`config.mk`:
```
export PLATFORM = sky130hd
export DESIGN_NAME = nand_strobe_seq
export DESIGN_NICKNAME = d
export VERILOG_FILES = /design/src/rtl/nseq_pkg.sv /design/src/rtl/nseq_cfg_reg.sv /design/src/rtl/nseq_rdy_sync.sv /design/src/rtl/nseq_phase_fsm.sv /design/src/rtl/nand_strobe_seq.sv
export SDC_FILE = /design/constraint.sdc
export NUM_CORES = 1
export LEC_CHECK = 0
export ABC_CLOCK_PERIOD_IN_PS = 2650
export BUFFER_PORTS_ARGS = -buffer_cell sky130_fd_sc_hd__clkbuf_2
export CAP_MARGIN = 25
export CORE_MARGIN = 8
export CORE_UTILIZATION = 35
export CTS_CLUSTER_SIZE = 20
export DETAILED_ROUTE_END_ITERATION = 7
export HOLD_SLACK_MARGIN = 0.08
export SYNTH_ARGS = -nofsm -noshare
export SYNTH_HDL_FRONTEND = slang
export SYNTH_HIERARCHICAL = 1
export SYNTH_SLANG_ARGS = --single-unit
```
`constraint.sdc`:
```
create_clock -name clk -period 2.65 [get_ports clk]
set_input_delay 0 -clock clk [delete_from_list [all_inputs] [get_ports clk]]
set_output_delay 0 -clock clk [all_outputs]
set_load 0.02 [all_outputs]
```
`src/rtl/nseq_pkg.sv`:
```
package nseq_pkg;

   localparam int CFG_W   = 32;
   localparam int WSU_W   = 4;
   localparam int WST_W   = 6;
   localparam int WHD_W   = 3;
   localparam int RSU_W   = 4;
   localparam int RST_W   = 6;
   localparam int RHD_W   = 3;
   localparam int TA_W    = 2;
   localparam int BUS_W   = 2;
   localparam int CNT_W   = 6;

   typedef enum logic [1:0] {
      K_DATA_WR = 2'd0,
      K_CMD_WR  = 2'd1,
      K_ADDR_WR = 2'd2,
      K_DATA_RD = 2'd3
   } req_kind_e;

   typedef enum logic [2:0] {
      PH_IDLE   = 3'd0,
      PH_SETUP  = 3'd1,
      PH_STROBE = 3'd2,
      PH_HOLD   = 3'd3,
      PH_TURN   = 3'd4
   } phase_e;

   // Field order follows the bit positions software writes (MSB first).
   typedef struct packed {
      logic             sel_mode;
      logic             ext_wait;
      logic [WSU_W-1:0] wr_setup;
      logic [WST_W-1:0] wr_strobe;
      logic [WHD_W-1:0] wr_hold;
      logic [RSU_W-1:0] rd_setup;
      logic [RST_W-1:0] rd_strobe;
      logic [RHD_W-1:0] rd_hold;
      logic [TA_W-1:0]  turn;
      logic [BUS_W-1:0] bus_size;
   } nand_cfg_t;

endpackage

```
`src/rtl/nseq_cfg_reg.sv`:
```
module nseq_cfg_reg
   import nseq_pkg::*;
#(
   parameter logic [CFG_W-1:0] CFG_RESET = 32'h3FFF_FFFC
) (
   input  logic             clk,
   input  logic             rst_n,
   input  logic             cfg_we,
   input  logic [CFG_W-1:0] cfg_wdata,
   output nand_cfg_t        cfg
);

   generate
      if ($bits(nand_cfg_t) != CFG_W) begin : g_bad_layout
         $error("configuration struct must fill the whole word");
      end
   endgenerate

   always_ff @(posedge clk or negedge rst_n) begin
      if (!rst_n)      cfg <= nand_cfg_t'(CFG_RESET);
      else if (cfg_we) cfg <= nand_cfg_t'(cfg_wdata);
   end

endmodule

```
`src/rtl/nseq_rdy_sync.sv`:
```
module nseq_rdy_sync #(
   parameter int STAGES = 2
) (
   input  logic clk,
   input  logic rst_n,
   input  logic rb_async,
   output logic rb_sync
);

   generate
      if (STAGES < 0 || STAGES > 4) begin : g_bad_stages
         $error("STAGES must be between 0 and 4");
      end
      if (STAGES == 0) begin : g_pass
         assign rb_sync = rb_async;
      end else begin : g_chain
         logic [STAGES-1:0] sr;
         always_ff @(posedge clk or negedge rst_n) begin
            if (!rst_n) begin
               sr <= '0;
            end else begin
               sr[0] <= rb_async;
               for (int i = 1; i < STAGES; i++) sr[i] <= sr[i-1];
            end
         end
         assign rb_sync = sr[STAGES-1];
      end
   endgenerate

endmodule

```
`src/rtl/nseq_phase_fsm.sv`:
```
module nseq_phase_fsm
   import nseq_pkg::*;
(
   input  logic      clk,
   input  logic      rst_n,
   input  logic      start,
   input  logic      start_rd,
   input  nand_cfg_t cfg,
   output phase_e    phase,
   output logic      last,
   output logic      sel_mode
);

   generate
      if (CNT_W < WST_W || CNT_W < RST_W || CNT_W < WSU_W || CNT_W < RSU_W)
      begin : g_bad_cnt
         $error("phase counter narrower than a timing field");
      end
   endgenerate

   logic [CNT_W-1:0] cnt;
   logic [CNT_W-1:0] snap_strobe;
   logic [CNT_W-1:0] snap_hold;
   logic [CNT_W-1:0] snap_turn;
   logic             snap_sel;

   assign last     = (cnt == '0);
   assign sel_mode = snap_sel;

   always_ff @(posedge clk or negedge rst_n) begin
      if (!rst_n) begin
         phase       <= PH_IDLE;
         cnt         <= '0;
         snap_strobe <= '0;
         snap_hold   <= '0;
         snap_turn   <= '0;
         snap_sel    <= 1'b0;
      end else begin
         unique case (phase)
            PH_IDLE: begin
               if (start) begin
                  phase     <= PH_SETUP;
                  snap_turn <= CNT_W'(cfg.turn);
                  snap_sel  <= cfg.sel_mode;
                  if (start_rd) begin
                     cnt         <= CNT_W'(cfg.rd_setup);
                     snap_strobe <= CNT_W'(cfg.rd_strobe);
                     snap_hold   <= CNT_W'(cfg.rd_hold);
                  end else begin
                     cnt         <= CNT_W'(cfg.wr_setup);
                     snap_strobe <= CNT_W'(cfg.wr_strobe);
                     snap_hold   <= CNT_W'(cfg.wr_hold);
                  end
               end
            end
            PH_SETUP: begin
               if (last) begin
                  phase <= PH_STROBE;
                  cnt   <= snap_strobe;
               end else cnt <= cnt - 1'b1;
            end
            PH_STROBE: begin
               if (last) begin
                  phase <= PH_HOLD;
                  cnt   <= snap_hold;
               end else cnt <= cnt - 1'b1;
            end
            PH_HOLD: begin
               if (last) begin
                  phase <= PH_TURN;
                  cnt   <= snap_turn;
               end else cnt <= cnt - 1'b1;
            end
            PH_TURN: begin
               if (last) phase <= PH_IDLE;
               else      cnt   <= cnt - 1'b1;
            end
            default: phase <= PH_IDLE;
         endcase
      end
   end


   phase_len_chk: assert property (@(posedge clk) disable iff (!rst_n)
      (phase != PH_IDLE && !last) |=> phase == $past(phase));


   snap_keep_chk: assert property (@(posedge clk) disable iff (!rst_n)
      (phase != PH_IDLE) |=> ($stable(snap_strobe) && $stable(snap_hold)
                              && $stable(snap_turn) && $stable(snap_sel)));


   turn_exit_chk: assert property (@(posedge clk) disable iff (!rst_n)
      (phase == PH_TURN) |=> (phase == PH_TURN || phase == PH_IDLE));

endmodule

```
`src/rtl/nand_strobe_seq.sv`:
```
module nand_strobe_seq
   import nseq_pkg::*;
#(
   parameter int               DATA_W      = 8,
   parameter int               SYNC_STAGES = 2,
   parameter logic [CFG_W-1:0] CFG_RESET   = 32'h3FFF_FFFC
) (
   input  logic              clk,
   input  logic              rst_n,
   input  logic              cfg_we,
   input  logic [CFG_W-1:0]  cfg_wdata,
   input  logic              req_valid,
   output logic              req_ready,
   input  logic [1:0]        req_kind,
   input  logic [DATA_W-1:0] req_wdata,
   output logic              rsp_valid,
   output logic [DATA_W-1:0] rsp_rdata,
   output logic [CFG_W-1:0]  stat_word,
   output logic              nand_ce_n,
   output logic              nand_cle,
   output logic              nand_ale,
   output logic              nand_we_n,
   output logic              nand_re_n,
   output logic [DATA_W-1:0] nand_dq_o,
   output logic              nand_dq_oe,
   input  logic [DATA_W-1:0] nand_dq_i,
   input  logic              nand_rb
);

   generate
      if (DATA_W != 8) begin : g_bad_width
         $error("only an 8-bit device bus is supported");
      end
   endgenerate

   nand_cfg_t         cfg;
   phase_e            phase;
   logic              last;
   logic              sel_mode;
   logic              rb_s;
   logic              accept;
   req_kind_e         kind_q;
   logic [DATA_W-1:0] wdata_q;
   logic              in_access;
   logic              is_rd;
   logic              cfg_unused;

   assign cfg_unused = ^{cfg.ext_wait, cfg.bus_size};

   nseq_cfg_reg #(.CFG_RESET(CFG_RESET)) u_cfg (
      .clk       (clk),
      .rst_n     (rst_n),
      .cfg_we    (cfg_we),
      .cfg_wdata (cfg_wdata),
      .cfg       (cfg)
   );

   nseq_rdy_sync #(.STAGES(SYNC_STAGES)) u_sync (
      .clk      (clk),
      .rst_n    (rst_n),
      .rb_async (nand_rb),
      .rb_sync  (rb_s)
   );

   assign req_ready = (phase == PH_IDLE);
   assign accept    = req_valid && req_ready;

   nseq_phase_fsm u_fsm (
      .clk      (clk),
      .rst_n    (rst_n),
      .start    (accept),
      .start_rd (req_kind_e'(req_kind) == K_DATA_RD),
      .cfg      (cfg),
      .phase    (phase),
      .last     (last),
      .sel_mode (sel_mode)
   );

   always_ff @(posedge clk or negedge rst_n) begin
      if (!rst_n) begin
         kind_q  <= K_DATA_WR;
         wdata_q <= '0;
      end else if (accept) begin
         kind_q  <= req_kind_e'(req_kind);
         wdata_q <= req_wdata;
      end
   end

   assign in_access = (phase == PH_SETUP) || (phase == PH_STROBE) || (phase == PH_HOLD);
   assign is_rd     = (kind_q == K_DATA_RD);

   assign nand_ce_n  = sel_mode ? !(phase == PH_STROBE) : !in_access;
   assign nand_cle   = in_access && (kind_q == K_CMD_WR);
   assign nand_ale   = in_access && (kind_q == K_ADDR_WR);
   assign nand_we_n  = !((phase == PH_STROBE) && !is_rd);
   assign nand_re_n  = !((phase == PH_STROBE) && is_rd);
   assign nand_dq_oe = in_access && !is_rd;
   assign nand_dq_o  = wdata_q;

   always_ff @(posedge clk or negedge rst_n) begin
      if (!rst_n) begin
         rsp_valid <= 1'b0;
         rsp_rdata <= '0;
      end else if (phase == PH_STROBE && last && is_rd) begin
         rsp_valid <= 1'b1;
         rsp_rdata <= nand_dq_i;
      end else begin
         rsp_valid <= 1'b0;
      end
   end

   assign stat_word = {{(CFG_W-1){1'b0}}, rb_s};


   le_excl_chk: assert property (@(posedge clk) disable iff (!rst_n)
      !(nand_cle && nand_ale));


   le_idle_chk: assert property (@(posedge clk) disable iff (!rst_n)
      req_ready |-> (!nand_cle && !nand_ale));


   strobe_excl_chk: assert property (@(posedge clk) disable iff (!rst_n)
      !(!nand_we_n && !nand_re_n));


   we_ce_chk: assert property (@(posedge clk) disable iff (!rst_n)
      (!nand_we_n || !nand_re_n) |-> !nand_ce_n);


   busy_ready_chk: assert property (@(posedge clk) disable iff (!rst_n)
      !nand_ce_n |-> !req_ready);


   rsp_pulse_chk: assert property (@(posedge clk) disable iff (!rst_n)
      rsp_valid |=> !rsp_valid);


   rsp_after_strobe_chk: assert property (@(posedge clk) disable iff (!rst_n)
      $rose(rsp_valid) |-> ($past(!nand_re_n) && nand_re_n));

endmodule

```
**After elaboration in Yosys (flattened, before gate mapping)**

Index checks and enable logic that the tools add are counted.

- Add/subtract/negate cells: 1
- Equal/unequal tests: 14
- Multiplexer cells: 17
- Reductions and logical operators: 21

Operators with widths:

| cell | number |
|---|---|
| 2-to-1 mux 6 bit | 6 |
| case mux 6 bit (5 select lines) | 1 |
| 2-to-1 mux 3 bit | 6 |
| case mux 3 bit (5 select lines) | 1 |
| != test 2 bit (second input constant) | 5 |
| logical AND 1 bit | 8 |
| == test 2 bit (second input constant) | 3 |
| == test 3 x 2 -> 1 bit (second input constant) | 2 |
| zero test 6 bit | 1 |
| subtractor 6 x 1 -> 6 bit (second input constant) | 1 |
| zero test 1 bit | 5 |
| AND reduction 5 bit | 1 |
| nonzero test 5 bit | 1 |
| 2-to-1 mux 4 bit | 1 |
| == test 3 x 1 -> 1 bit (second input constant) | 1 |
| == test 3 bit (second input constant) | 1 |
| zero test 3 bit | 1 |
| AND reduction 3 bit | 1 |
| == test 2 x 1 -> 1 bit (second input constant) | 1 |
| logical OR 1 bit | 2 |
| 2-to-1 mux 1 bit | 2 |
| != test 2 x 1 -> 1 bit (second input constant) | 1 |
| AND reduction 2 bit | 1 |

- Bits in registers: 74
- Input port bits: 55

**Logic depth before layout (Yosys ltp)**

- Word-level depth: 5
- Gate-level depth with buffers: 8

**By module**

The synthesis kept the hierarchy.

By module, submodules not included:

| module | times used | cells an instance | area each (um^2) |
|---|---|---|---|
| nseq_phase_fsm | 1 | 146 | 1,410.1 |
| nseq_cfg_reg | 1 | 68 | 1,380.1 |
| nand_strobe_seq | 1 | 86 | 1,038.5 |
| nseq_rdy_sync | 1 | 2 | 50.0 |

**Worst setup path before layout**

No wires, ideal clock.

- Path type: flip-flop to flip-flop
- Start point: register u_fsm.phase[1]
- End point: register u_fsm.snap_turn[1]
- Setup time: 0.125 ns
- Arrival time: 2.117 ns
- Required time: 2.525 ns
- Setup slack: 0.408 ns
- Cell stages (with the launch flop): 8
- Period minus slack after synthesis: 2.242 ns
- Path through: dfrtp_1 > nor3_1 > and2_1 > buf_4 > and2_1 > buf_6 > buf_6 > mux2_4

- Word-level cells in the longest chain between the ends: 3

RTL lines:

| what | RTL line | source |
|---|---|---|
| start: declaration | nseq_phase_fsm.sv:9 | `output phase_e phase,` |
| start signal: assignment | nseq_phase_fsm.sv:32 | `phase <= PH_IDLE;` |
| start signal: assignment | nseq_phase_fsm.sv:42 | `phase <= PH_SETUP;` |
| start signal: assignment | nseq_phase_fsm.sv:58 | `phase <= PH_STROBE;` |
| zero test 3 bit | nand_strobe_seq.sv:65 | `assign req_ready = (phase == PH_IDLE);` |
| via req_ready | nand_strobe_seq.sv:13 | `output logic req_ready,` |
| logical AND 1 bit | nand_strobe_seq.sv:66 | `assign accept = req_valid && req_ready;` |
| via accept | nand_strobe_seq.sv:41 | `logic accept;` |
| AND reduction 2 bit (no source line) | -- |  |
| end signal: assignment | nseq_phase_fsm.sv:43 | `snap_turn <= CNT_W'(cfg.turn);` |
| end: declaration | nseq_phase_fsm.sv:24 | `logic [CNT_W-1:0] snap_turn;` |

The timed path passes the listed nets, and every way through them passes these cells.
A chain may end at the register's enable or synchronous reset.

**Final worst setup path**

- Start point: register u_fsm.cnt[0]
- End point: register rsp_rdata[4]

- Word-level cells in the longest chain between the ends: 3

RTL lines:

| what | RTL line | source |
|---|---|---|
| start: declaration | nseq_phase_fsm.sv:21 | `logic [CNT_W-1:0] cnt;` |
| start signal: assignment | nseq_phase_fsm.sv:46 | `cnt <= CNT_W'(cfg.rd_setup);` |
| start signal: assignment | nseq_phase_fsm.sv:50 | `cnt <= CNT_W'(cfg.wr_setup);` |
| start signal: assignment | nseq_phase_fsm.sv:59 | `cnt <= snap_strobe;` |
| zero test 6 bit | nseq_phase_fsm.sv:27 | `assign last = (cnt == '0);` |
| via last | nand_strobe_seq.sv:38 | `logic last;` |
| logical AND 1 bit (2 in series) | nand_strobe_seq.sv:104 | `end else if (phase == PH_STROBE && last && is_rd) begin` |
| end signal: assignment | nand_strobe_seq.sv:106 | `rsp_rdata <= nand_dq_i;` |
| end: declaration | nand_strobe_seq.sv:17 | `output logic [DATA_W-1:0] rsp_rdata,` |

The timed path passes the listed nets, and every way through them passes these cells.

==> flow_summary.toml <==
[status]
status = "finished clean"

[flow_run]
drv_cap = 0

[cells_and_area]
layout.nets = 479
final_layout_size_suffix_gt1_share_pct = 44.6
antennaDiodeCount = 0
area_growth_pct = 28.4
final_core_util_pct = 45.3

[setup_path]
worstPathRequired_ps = 2880
arrival_ps = 2420
critPathMaxFanout = 9
worstSetupStartpointType = "flop"
endpoint_kind = "flop"
path_class = "reg -> reg"

[routing]
viasPerCell = 4.57
dr.pass1.iters = 4
drt_wl_total_mm = 7.94
num_vias = 2597
drc = 0
ant_nets = 0
drt_iter0_markers = 73
wire_per_inst_um = 14.0

[sta]
tightestPinTransition_ps = 1000
hold_violations = 0
max_freq_ghz = 0.457
rsz0062_at_grt = "false"
slew_headroom_pct = 33.3
finalSetupViolations = 0
post-route-period-util_pct = 82.5
fin_crit_ps = 2190
drv_slew = 0
finClkSkew_ps = 7.00
tns_ps = 0

[synth]
syn_avg_cell_area_um2 = 12.7
syn_inst = 296
yosys_warnings = 6
synth.cell_area_um2 = 3760

[floorplan]
dieArea_um2 = 14300
die_h_um = 120
die_w_um = 120
initial_core_util_pct = 35.3
top_level_ports = 111
row_count = 38
core_area_um2 = 10700

[clock_network]
h-tree-depth = 3
clock_path_buffers = 2
cts.repair.resized = 0
clkTransAtPathRegs_ps = 80
clk_latency_ps = 350
numCtsBuffers = 9
post_cts_buffers = 0
cts_tree = "yes"
root_buffer = "clkbuf_8"
cts_sinks = 71

[place]
gp_congestion = 0.859
portBuffers = 76
hpwl_mm = 5.80

[power_and_ir_drop]
p_leak_nw = 2.32
p_per_area_nw_per_um2 = 521
irDropWorstVdd_mv = 0.299

[global_routing]
grt_pass1_vias = 2705
grt_pass1_wl_mm = 13.1
grtUsageTotal_pct = 11.3
grt_max_degree = 36
antenna_found_initial = 0
grt-ovfl-total = 0

[worst_hold_path]
min_path_type = "in -> async"
placed cells by master, fill, tap and decap left out, types with 9 or more instances in the layout:
cell,count
mux2_4,28
dlygate4sd3_1,49
clkbuf_2,75
dfstp_2,28
conb_1,31
buf_4,9
mux2_2,22
nor2_1,16
a21oi_1,18
mux2i_1,12
clkbuf_8,9
dfrtp_1,43
nand2_1,10
area by class of cell:
type	instances	area, um2
clock buffer	9	124
clock inverter	7	120
inverter	4	15.0
sequential	71	1810
multi-input combinational	203	1640
tap	140	175
timing repair buffer	134	938
fill	987	5830
layer usage:
metal | track usage, % | routed length [um] | vias to the layer above
met5 | 0 | 0 | -
met4 | 4.68 | 113 | 0
met1 | 12.7 | 3230 | 1270
met3 | 3.71 | 555 | 10
met2 | 19.1 | 4050 | 82
li1 | - | - | 1235
final timing paths:
check,from,end,slack [ps],depth (start not counted)
hold reg to reg,u_sync/g_chain.sr[0]$_DFF_PN0_,u_sync/g_chain.sr[1]$_DFF_PN0_,360,0
hold / removal,rst_n,u_fsm/cnt[5]$_DFFE_PN0P_,260,2
setup / recovery,u_fsm/cnt[0]$_DFFE_PN0P_,rsp_rdata[4]$_DFFE_PN0P_,460,8
setup reg to reg,u_fsm/cnt[0]$_DFFE_PN0P_,rsp_rdata[4]$_DFFE_PN0P_,460,8
min in group clk,req_valid,u_fsm/cnt[5]$_DFFE_PN0P_,270,5
max in group asynchronous,rst_n,u_cfg/cfg[27]$_DFFE_PN1P_,1590,3
stage by stage:
step	std cells	cell area, um2	total power (W)	hold WS [ps]	setup WS, ps
finish	568	4820	0.00251	265	463
global placement	503	4090	0.00142	110	537
floorplan	326	3870	0.00139	-296	408
detailed placement	503	4090	0.00143	115	455
global route	568	4820	0.00264	278	258
CTS	568	4820	0.00256	246	435
registers in the layout (all words and copies together), names as in the netlist:
signal / count
kind_q: 2
nand_dq_o: 8
rsp_rdata: 8
rsp_valid: 1
u_cfg/cfg: 29
u_fsm/cnt: 6
u_fsm/phase: 3
u_fsm/sel_mode: 1
u_fsm/snap_hold: 3
u_fsm/snap_strobe: 6
u_fsm/snap_turn: 2
u_sync/g_chain.sr: 2
where the power goes:
part / internal [W] / switching, W
clock network: 0.000628 / 0.000423
registers: 0.00116 / 0.0000251
logic: 0.000157 / 0.000120
critical path, cell delays in order (launching register included):
cell and delay (ps):
dfrtp_1 420, inv_1 70, ha_1 190, nor2b_1 190
nand2_1 150, inv_1 180, nand2_1 110, nor3_4 380
mux2_2 390
what timing repair did:
item,in CTS,in global routing
hold buffers,49,0
setup endpoints to repair,0,0
endpoints found under the hold margin,59,0
Note: power is estimated with default switching activity, not from simulation.
